`src/rtl/pjs_pkg.sv`:
```
package pjs_pkg;
  // Width of the arithmetic result for a given input word width.
  function automatic int unsigned sum_width(input int unsigned w);
    return w + 1;
  endfunction

  // Total width of a packed output beat: two words plus the sum.
  function automatic int unsigned beat_width(input int unsigned w);
    return 2 * w + sum_width(w);
  endfunction
endpackage

```
`src/rtl/pjs_join_ctrl.sv`:
```
// Join control: a side is offered ready only when the stage can accept
// and the other side is also presenting data.
module pjs_join_ctrl (
  input  logic can_accept,
  input  logic a_valid,
  input  logic b_valid,
  output logic a_ready,
  output logic b_ready,
  output logic fire
);
  always_comb begin
    a_ready = can_accept & b_valid;
    b_ready = can_accept & a_valid;
    fire    = can_accept & a_valid & b_valid;
  end
endmodule

```
`src/rtl/pjs_beat_pack.sv`:
```
// Combinational formation of the output beat from the two input words.
module pjs_beat_pack #(
  parameter int unsigned W = 8,
  localparam int unsigned SW = pjs_pkg::sum_width(W),
  localparam int unsigned PW = pjs_pkg::beat_width(W)
) (
  input  logic [W-1:0]  word_a,
  input  logic [W-1:0]  word_b,
  output logic [PW-1:0] beat
);
  logic [SW-1:0] total;

  always_comb begin
    total = {1'b0, word_a} + {1'b0, word_b};
    beat  = {word_a, word_b, total};
  end
endmodule

```
`src/rtl/pjs_out_reg.sv`:
```
// Single registered handshake slot. Accepts when empty or draining.
module pjs_out_reg #(
  parameter int unsigned PW = 25
) (
  input  logic          clk,
  input  logic          rst_n,
  input  logic          load,
  input  logic [PW-1:0] load_beat,
  input  logic          down_ready,
  output logic          can_accept,
  output logic          held_valid,
  output logic [PW-1:0] held_beat
);
  assign can_accept = down_ready | ~held_valid;

  always_ff @(posedge clk or negedge rst_n) begin
    if (!rst_n) held_valid <= 1'b0;
    else        held_valid <= load | (held_valid & ~down_ready);
  end

  always_ff @(posedge clk or negedge rst_n) begin
    if (!rst_n)    held_beat <= '0;
    else if (load) held_beat <= load_beat;
  end
endmodule

```
`src/rtl/pair_join_stage.sv`:
```
module pair_join_stage #(
  parameter int unsigned W = 8,
  localparam int unsigned SW = pjs_pkg::sum_width(W),
  localparam int unsigned PW = pjs_pkg::beat_width(W)
) (
  input  logic          clk,
  input  logic          rst_n,
  input  logic          a_valid,
  output logic          a_ready,
  input  logic [W-1:0]  a_data,
  input  logic          b_valid,
  output logic          b_ready,
  input  logic [W-1:0]  b_data,
  output logic          out_valid,
  input  logic          out_ready,
  output logic [W-1:0]  out_a,
  output logic [W-1:0]  out_b,
  output logic [SW-1:0] out_sum
);
  logic          can_accept;
  logic          fire;
  logic [PW-1:0] next_beat;
  logic [PW-1:0] held_beat;

  pjs_join_ctrl u_ctrl (
    .can_accept (can_accept),
    .a_valid    (a_valid),
    .b_valid    (b_valid),
    .a_ready    (a_ready),
    .b_ready    (b_ready),
    .fire       (fire)
  );

  pjs_beat_pack #(.W(W)) u_pack (
    .word_a (a_data),
    .word_b (b_data),
    .beat   (next_beat)
  );

  pjs_out_reg #(.PW(PW)) u_slot (
    .clk        (clk),
    .rst_n      (rst_n),
    .load       (fire),
    .load_beat  (next_beat),
    .down_ready (out_ready),
    .can_accept (can_accept),
    .held_valid (out_valid),
    .held_beat  (held_beat)
  );

  assign out_a   = held_beat[PW-1 -: W];
  assign out_b   = held_beat[SW +: W];
  assign out_sum = held_beat[SW-1:0];
endmodule

```
`config.mk`:
```
export PLATFORM = sky130hd
export DESIGN_NAME = pair_join_stage
export DESIGN_NICKNAME = d
export VERILOG_FILES = /design/src/rtl/pjs_pkg.sv /design/src/rtl/pjs_join_ctrl.sv /design/src/rtl/pjs_beat_pack.sv /design/src/rtl/pjs_out_reg.sv /design/src/rtl/pair_join_stage.sv
export SDC_FILE = /design/constraint.sdc
export NUM_CORES = 1
export LEC_CHECK = 0
export ABC_AREA = 1
export BUFFER_PORTS_ARGS = -buffer_cell sky130_fd_sc_hd__buf_2
export CORE_MARGIN = 2
export CORE_UTILIZATION = 40
export DETAILED_ROUTE_END_ITERATION = 10
export PLACE_DENSITY = 0.67
export SYNTH_ARGS = -nofsm -noshare
export SYNTH_HDL_FRONTEND = slang
export SYNTH_SLANG_ARGS = --single-unit
```
`constraint.sdc`:
```
create_clock -name clk -period 1.1 [get_ports clk]
set_input_delay 0.055 -clock clk [delete_from_list [all_inputs] [get_ports clk]]
set_output_delay 0.055 -clock clk [all_outputs]
set_load 0.005 [all_outputs]
```
==> reports/qor.csv, run 1 <==
metric,value,unit
status,finished with violations,
failing checks,negative setup slack,
Post-Layout Cell Count,294,
total design power,2.37,mW
die area,3920,um^2
TritonCTS clock tree,built,
clk buf depth,2,
"Period Utilization, post-route",1.02,
Gate power share,0.322,
most frequent cells in the layout,"nand2_1 (86), buf_2 (48), dfrtp_1 (26)",
CP Max Fanout,2,
Hold Fails Final Rpt,0,
Crit Reg-Reg Endpoint,u_slot.held_beat[2],
final setup vio count,4,
switch share,0.308,
Tmin final,1.12,ns
Worst setup EP type,output pin,
P_sw,0.732,mW
DRC Markers,0,
first-pass GRT wire length,5380,um
"Remaining Overflow, GRT",0,
TNS Setup,-0.0424,ns
worst stage delay on the critical path,0.41,ns
Site Rows,21,
total routed wirelength,3060,um
H-tree depth,1,
cell mode on critical path,nor2_4,
DR pass1 iterations,4,
Final Skew,0.00636,ns
worst skew pair latency,0.32,ns
Post-Place Cells,277,
post-CTS setup buffer count,0,
WS Path Type,reg -> out,
RSZ-0062 raised after global routing,true,
P&R area growth vs syn,43.5,%
DRT antenna net count,0,
ant diodes,0,
max cap viols,0,
worst slew pin tran,0.567,ns
1st-iter DRT viols,29,
placed instance area,1800,um^2
CP required,1.04,ns
hold worst-path end,u_slot.held_beat[13],
DPL Wire Length,2270,um
static leakage,1.12,nW
Root Buffer,clkbuf_4,
Die Wd,62.6,um
Clk pwr share,0.170,
Worst EP arrival,1.07,ns
relative slew slack,0.622,
"commonest non-fill, non-tap cell in the layout",nand2_1,
cts bufs inserted,3,
Final Worst Setup Slack,-0.0241,ns
IR Drop Worst-Case VDD,0.600,mV
Worst setup SP type,flip-flop,
R2R setup slack,-0.01,ns
CP cell instances,inv_2 -> nor2_4 -> nor2_4 -> buf_2,
Hold Crit Start,b_data[4],
Hold WC Path Type,in -> reg,
routability-driven placement congestion ratio,0.790,
Hold Slack,0.0287,ns
Final Util,0.596,
vias in the first global route,1283,
Yosys Warn Count,0,
Vias,1297,
I/O pin count,49,
wire length per cell,10.4,um
"Clk pin slew, worst setup/hold paths",0.14,ns
achievable frequency,0.890,GHz
highest-delay cell along the critical path,dfrtp_1,
Total GRT Usage,0.169,
Initial Util,0.415,
power density over the cells,1200,nW/um^2
post-synth cell types,21,
DR vias/cell,4.41,
cell area after synthesis,1380,um^2
chip height,62.6,um
#FFs+latches synth,26,
internal power,1.64,mW
final net count,280,
initial antenna violation count,0,
port bufs,48,
register area share after synthesis,0.473,
dpl ws,-0.238,ns
final max-slew violation count,0,
post-layout instance area,1970,um^2
largest net degree at the start of global routing,27,
worst r2r path cells,7,
Hold Path Depth,4,
Mapped Nets,200,
Reg power frac,0.508,
Core Region,3310,um^2
# clock sinks,26,
fraction of layout cells with a size suffix above 1,0.310,
syn avg cell area,8.09,um^2
reg2reg start,u_slot.held_valid,
Post-Synthesis Cells,170,
[power groups by stage]
stage	Combinational (mW)	Clock, mW	Sequential (mW)
5_1_grt	0.871	0.455	1.23
6_report	0.766	0.403	1.21
3_3_place_gp	0.715	0	1.22
4_1_cts	0.767	0.426	1.21
2_1_floorplan	0.337	0	1.24
3_5_place_dp	0.721	0	1.22
[worst max path at each step]
stage	cells past startpoint	slack, ns	startpoint	to
after floorplan	8	-0.02	a_data[0]	u_slot.held_beat[8]
after global placement	9	-0.21	a_data[0]	u_slot.held_beat[8]
after detailed placement	9	-0.24	a_data[0]	u_slot.held_beat[8]
after CTS	4	-0.03	u_slot.held_valid	a_ready
after global routing	8	-0.10	u_slot.held_valid	u_slot.held_beat[22]
final	4	-0.02	u_slot.held_valid	a_ready
[layout make-up]
type                    count  area [um^2]
clock buffers               3         22.5
fillers                   319         1340
inverters                  13         56.3
multi-input cells         127          649
flip-flops and latches     26          651
well taps                  46         57.6
repair buffers             79          537
[worst max-delay path: cells and delay by family (launching register included)]
kind	cells	cell delay [ns]
flops	1	0.41
buf+inv	2	0.20
simple gates	2	0.14
[synthesized netlist by cell type]
master,count,share of area
nand2_1,86,0.23
inv_6,1,0.0064
inv_1,12,0.033
nand2_4,1,0.0082
nor2_1,5,0.014
nand3_2,1,0.0073
a21oi_1,5,0.018
nand3b_1,2,0.011
nor2_2,1,0.0046
fa_1,1,0.015
buf_4,2,0.011
dfrtp_1,26,0.47
buf_8,1,0.011
nor2_4,1,0.0082
nand3_1,8,0.029
buf_6,1,0.0082
o21ai_0,5,0.018
or2_1,1,0.0046
o21ai_2,1,0.0064
xnor2_1,1,0.0064
ha_1,8,0.073
[cell families after synthesis]
| kind of cell | Yosys count | synth area share |
|---|---|---|
| AOI/OAI and AO/OA | 11 | 0.0428 |
| xor gates and xnor gates | 1 | 0.00637 |
| DFF | 26 | 0.473 |
| buffers and inverters | 17 | 0.0691 |
| adders and majority gates | 9 | 0.0874 |
| and+or+nand+nor | 106 | 0.321 |
[state kept, by name, indices dropped and copies added (netlist names)]
signal             cells
u_slot.held_beat      25
u_slot.held_valid      1
[timing repair]
| item | CTS | global route |
|---|---|---|
| cloned | 0 | 0 |
| setup endpoints to repair | 23 | 28 |
| endpoints found under the hold margin | 39 | 0 |
| hold buffers | 14 | 0 |
| gates resized for setup | 3 | 4 |
[per-layer routing]
layer,wire length (um),global-route usage,up-vias
met5,0,0,-
met4,35,0.0500,0
met1,1500,0.225,580
met3,96,0.0180,4
met2,1430,0.293,26
li1,-,-,687
Note: power is estimated with default switching activity, not from simulation.
==> run 2: changes to the inputs <==
- ABC_AREA: 1 -> unset
- CAP_MARGIN: unset -> 40
==> run 2 against run 1 <==
  * The flow still finishes with violations (negative setup slack)
  * Worst setup slack worse by 0.28 ns
  * Sequential cell count unchanged
  * Routed wire length up 17%
  * Area after synthesis down 1.9%
  * Via count up 5.3%
  * Synthesized cell count down 14%
  * Utilization up 4.9 points
  * Global-route usage up 2.4 points
  * Sequential power about the same
  * Final cell count down 3.4%
  * Fmax down 20%
  * Critical endpoint is now u_slot.held_beat[5]
  * Largest cell class is now multi-input combinational cells
==> reports/qor.csv, run 2 <==
metric,value,unit,change
initial antenna violation count,0,,unchanged
port bufs,48,,unchanged
P&R area growth vs syn,57.1,%,was 43.5%
chip height,62.1,um,was 62.6 um
Die Wd,62.1,um,was 62.6 um
"commonest non-fill, non-tap cell in the layout",nand2_1,,unchanged
ant diodes,0,,unchanged
cell area after synthesis,1350,um^2,was 1380 um^2
WS Path Type,reg -> reg,,was reg -> out
final max-slew violation count,0,,unchanged
post-layout instance area,2120,um^2,was 1970 um^2
Crit Reg-Reg Endpoint,u_slot.held_beat[5],,was u_slot.held_beat[2]
Hold Path Depth,4,,unchanged
Post-Place Cells,262,,was 277
Post-Layout Cell Count,284,,was 294
# clock sinks,26,,unchanged
most frequent cells in the layout,"nand2_1 (59), buf_2 (48), buf_4 (26), dfrtp_1 (26), dlygate4sd3_1 (16)",,"was nand2_1 (86), buf_2 (48), dfrtp_1 (26)"
Worst setup EP type,flip-flop,,was output pin
largest net degree at the start of global routing,27,,unchanged
highest-delay cell along the critical path,or4b_4,,was dfrtp_1
post-synth cell types,33,,was 21
status,finished with violations,,unchanged
register area share after synthesis,0.482,,was 0.473
syn avg cell area,9.24,um^2,was 8.09 um^2
Hold WC Path Type,in -> reg,,unchanged
wire length per cell,12.6,um,was 10.4 um
DR vias/cell,4.81,,was 4.41
CP required,1.37,ns,was 1.04 ns
most common cell in the synthesized netlist,nand2_1,,unchanged
die area,3850,um^2,was 3920 um^2
"Period Utilization, post-route",1.28,,was 1.02
vias in the first global route,1288,,"was 1,283"
CP top delay family,simple AND/OR/NAND/NOR gates,,was flip-flops
DR pass1 iterations,4,,unchanged
worst r2r path cells,4,,was 7
Core Region,3280,um^2,was 3310 um^2
"Most flops, register",u_slot.held_beat,,unchanged
Worst EP arrival,1.68,ns,was 1.07 ns
clk buf depth,2,,unchanged
Vias,1366,,"was 1,297"
number of synthesized flops with an enable pin,0,,unchanged
Largest regs,"u_slot.held_beat: 25 flops, u_slot.held_valid: 1 flops",,unchanged
routability-driven placement congestion ratio,0.772,,was 0.790
first-pass GRT wire length,5450,um,was 5380 um
"Remaining Overflow, GRT",0,,unchanged
Site Rows,21,,unchanged
Post-Synthesis Cells,146,,was 170
"Clk pin slew, worst setup/hold paths",0.14,ns,about the same
Mapped Nets,176,,was 200
Hold Fails Final Rpt,0,,unchanged
CP cell instances,nor2b_4 -> or2_4 -> or4b_4 -> nand3_2,,was inv_2 -> nor2_4 -> nor2_4 -> buf_2
crit path buf inv count,0,,was 2
hold worst-path end,u_slot.held_beat[14],,was u_slot.held_beat[13]
CP Max Fanout,2,,unchanged
worst stage delay on the critical path,0.51,ns,was 0.41 ns
CP Launch Point,u_slot.held_valid,,unchanged
max cap viols,0,,unchanged
multi-input logic area,714,um^2,was 649 um^2
power density over the cells,1280,nW/um^2,was 1200 nW/um^2
fraction of layout cells with a size suffix above 1,0.403,,was 0.310
achievable frequency,0.710,GHz,was 0.890 GHz
Synth area leader,dfrtp_1,,unchanged
Initial Util,0.411,,was 0.415
worst slew pin tran,0.589,ns,was 0.567 ns
Root Buffer,clkbuf_4,,unchanged
static leakage,1.12,nW,about the same
cts bufs inserted,3,,unchanged
total routed wirelength,3590,um,was 3060 um
final net count,269,,was 280
Final Worst Setup Slack,-0.309,ns,was -0.0241 ns
ys flop type,dfrtp_1,,unchanged
I/O pin count,49,,unchanged
commonest cells in the netlist,"nand2_1 (59), dfrtp_1 (26), ha_1 (8)",,"was nand2_1 (86), dfrtp_1 (26), inv_1 (12)"
fillers,259,,was 319
RSZ-0062 raised after global routing,true,,unchanged
Largest register FFs,25,,unchanged
total design power,2.71,mW,was 2.37 mW
placed instance area,1840,um^2,was 1800 um^2
Yosys Warn Count,0,,unchanged
synth top area cells,"dfrtp_1 (48%), nand2_1 (16%), ha_1 (7.4%)",,"was dfrtp_1 (47%), nand2_1 (23%), ha_1 (7.3%)"
relative slew slack,0.607,,was 0.622
DRC Markers,0,,unchanged
Total GRT Usage,0.193,,was 0.169
DPL Wire Length,2660,um,was 2270 um
ys async rst share,1.00,,unchanged
R2R setup slack,-0.31,ns,was -0.01 ns
Hold Crit Start,b_data[5],,was b_data[4]
#FFs+latches synth,26,,unchanged
worst skew pair latency,0.32,ns,about the same
1st-iter DRT viols,52,,was 29
register area,651,um^2,unchanged
Worst setup SP type,flip-flop,,unchanged
DRT antenna net count,0,,unchanged
Final Skew,0.00383,ns,was 0.00636 ns
final setup vio count,28,,was 4
Yosys top cell area share,0.482,,was 0.473
reg2reg start,u_slot.held_valid,,unchanged
H-tree depth,1,,unchanged
failing checks,negative setup slack,,unchanged
Tmin final,1.41,ns,was 1.12 ns
TritonCTS clock tree,built,,unchanged
IR Drop Worst-Case VDD,0.593,mV,was 0.600 mV
==> run 2: cells by family (layout without fill, tap and decap cells) <==
group | count (synthesis) | count (layout) | share of synthesized area
AO/OA/AOI/OAI | 23 | 23 | 0.123
flip-flops | 26 | 26 | 0.482
AND/OR/NAND/NOR | 80 | 80 | 0.268
adder cells (fa/ha/maj) | 9 | 9 | 0.0891
buffers and inverters | 6 | 98 | 0.0241
XOR/XNOR | 2 | 2 | 0.0130
==> run 2: what timing repair did <==
action | CTS | global route
setup buffers | 1 | 1
resized for setup | 6 | 9
hold buffers | 16 | 0
pin swaps | 0 | 0
endpoints found under the setup margin | 27 | 27
endpoints found under the hold margin | 41 | 0
==> run 2: layout make-up <==
| class | count | area share |
|---|---|---|
| multi-input cells | 114 | 0.337 |
| clock inverters | 1 | 0.0142 |
| flip-flops and latches | 26 | 0.307 |
| clock buffers | 3 | 0.0106 |
| well taps | 46 | 0.0272 |
| repair buffers | 94 | 0.304 |
==> run 2: worst max path at each step <==
stage	end	depth (start not counted)
3_5_place_dp	u_slot.held_beat[6]	7
2_1_floorplan	u_slot.held_beat[5]	5
5_1_grt	u_slot.held_beat[5]	4
6_report	u_slot.held_beat[5]	4
3_3_place_gp	u_slot.held_beat[6]	7
4_1_cts	u_slot.held_beat[5]	4
==> run 2: tightest hold or removal path, delay by kind of cell <==
family                 cells  cell delay [ns]
buffers and inverters      2             0.18
AND/OR/NAND/NOR            2             0.09
==> run 2: layer usage <==
metal,vias up,part of all wire,wire length (um),global-route usage
met4,0,0.016,57,0.0821
li1,685,-,-,-
met2,40,0.53,1900,0.351
met3,6,0.043,153,0.0290
met5,-,0,0,0
met1,635,0.41,1480,0.223
==> run 2: power breakdown <==
group	leakage (nW)	switching (mW)	internal, mW
Sequential	0.319	0.0890	1.12
Clock	0.0279	0.285	0.368
Combinational	0.776	0.392	0.461
Total	1.12	0.765	1.95
==> run 2: stage by stage <==
| step | worst slack (ns) | setup TNS [ns] | hold WS [ns] | utilization |
|---|---|---|---|---|
| after CTS | -0.310 | -5.40 | 0.00790 | 0.633 |
| final | -0.309 | -4.92 | 0.0199 | 0.645 |
| after global placement | -0.456 | -5.31 | 0.0803 | 0.560 |
| after floorplan | -0.382 | -5.86 | -0.241 | - |
| after global routing | -0.343 | -6.42 | 0.0199 | 0.645 |
| after detailed placement | -0.508 | -5.91 | 0.0887 | 0.560 |
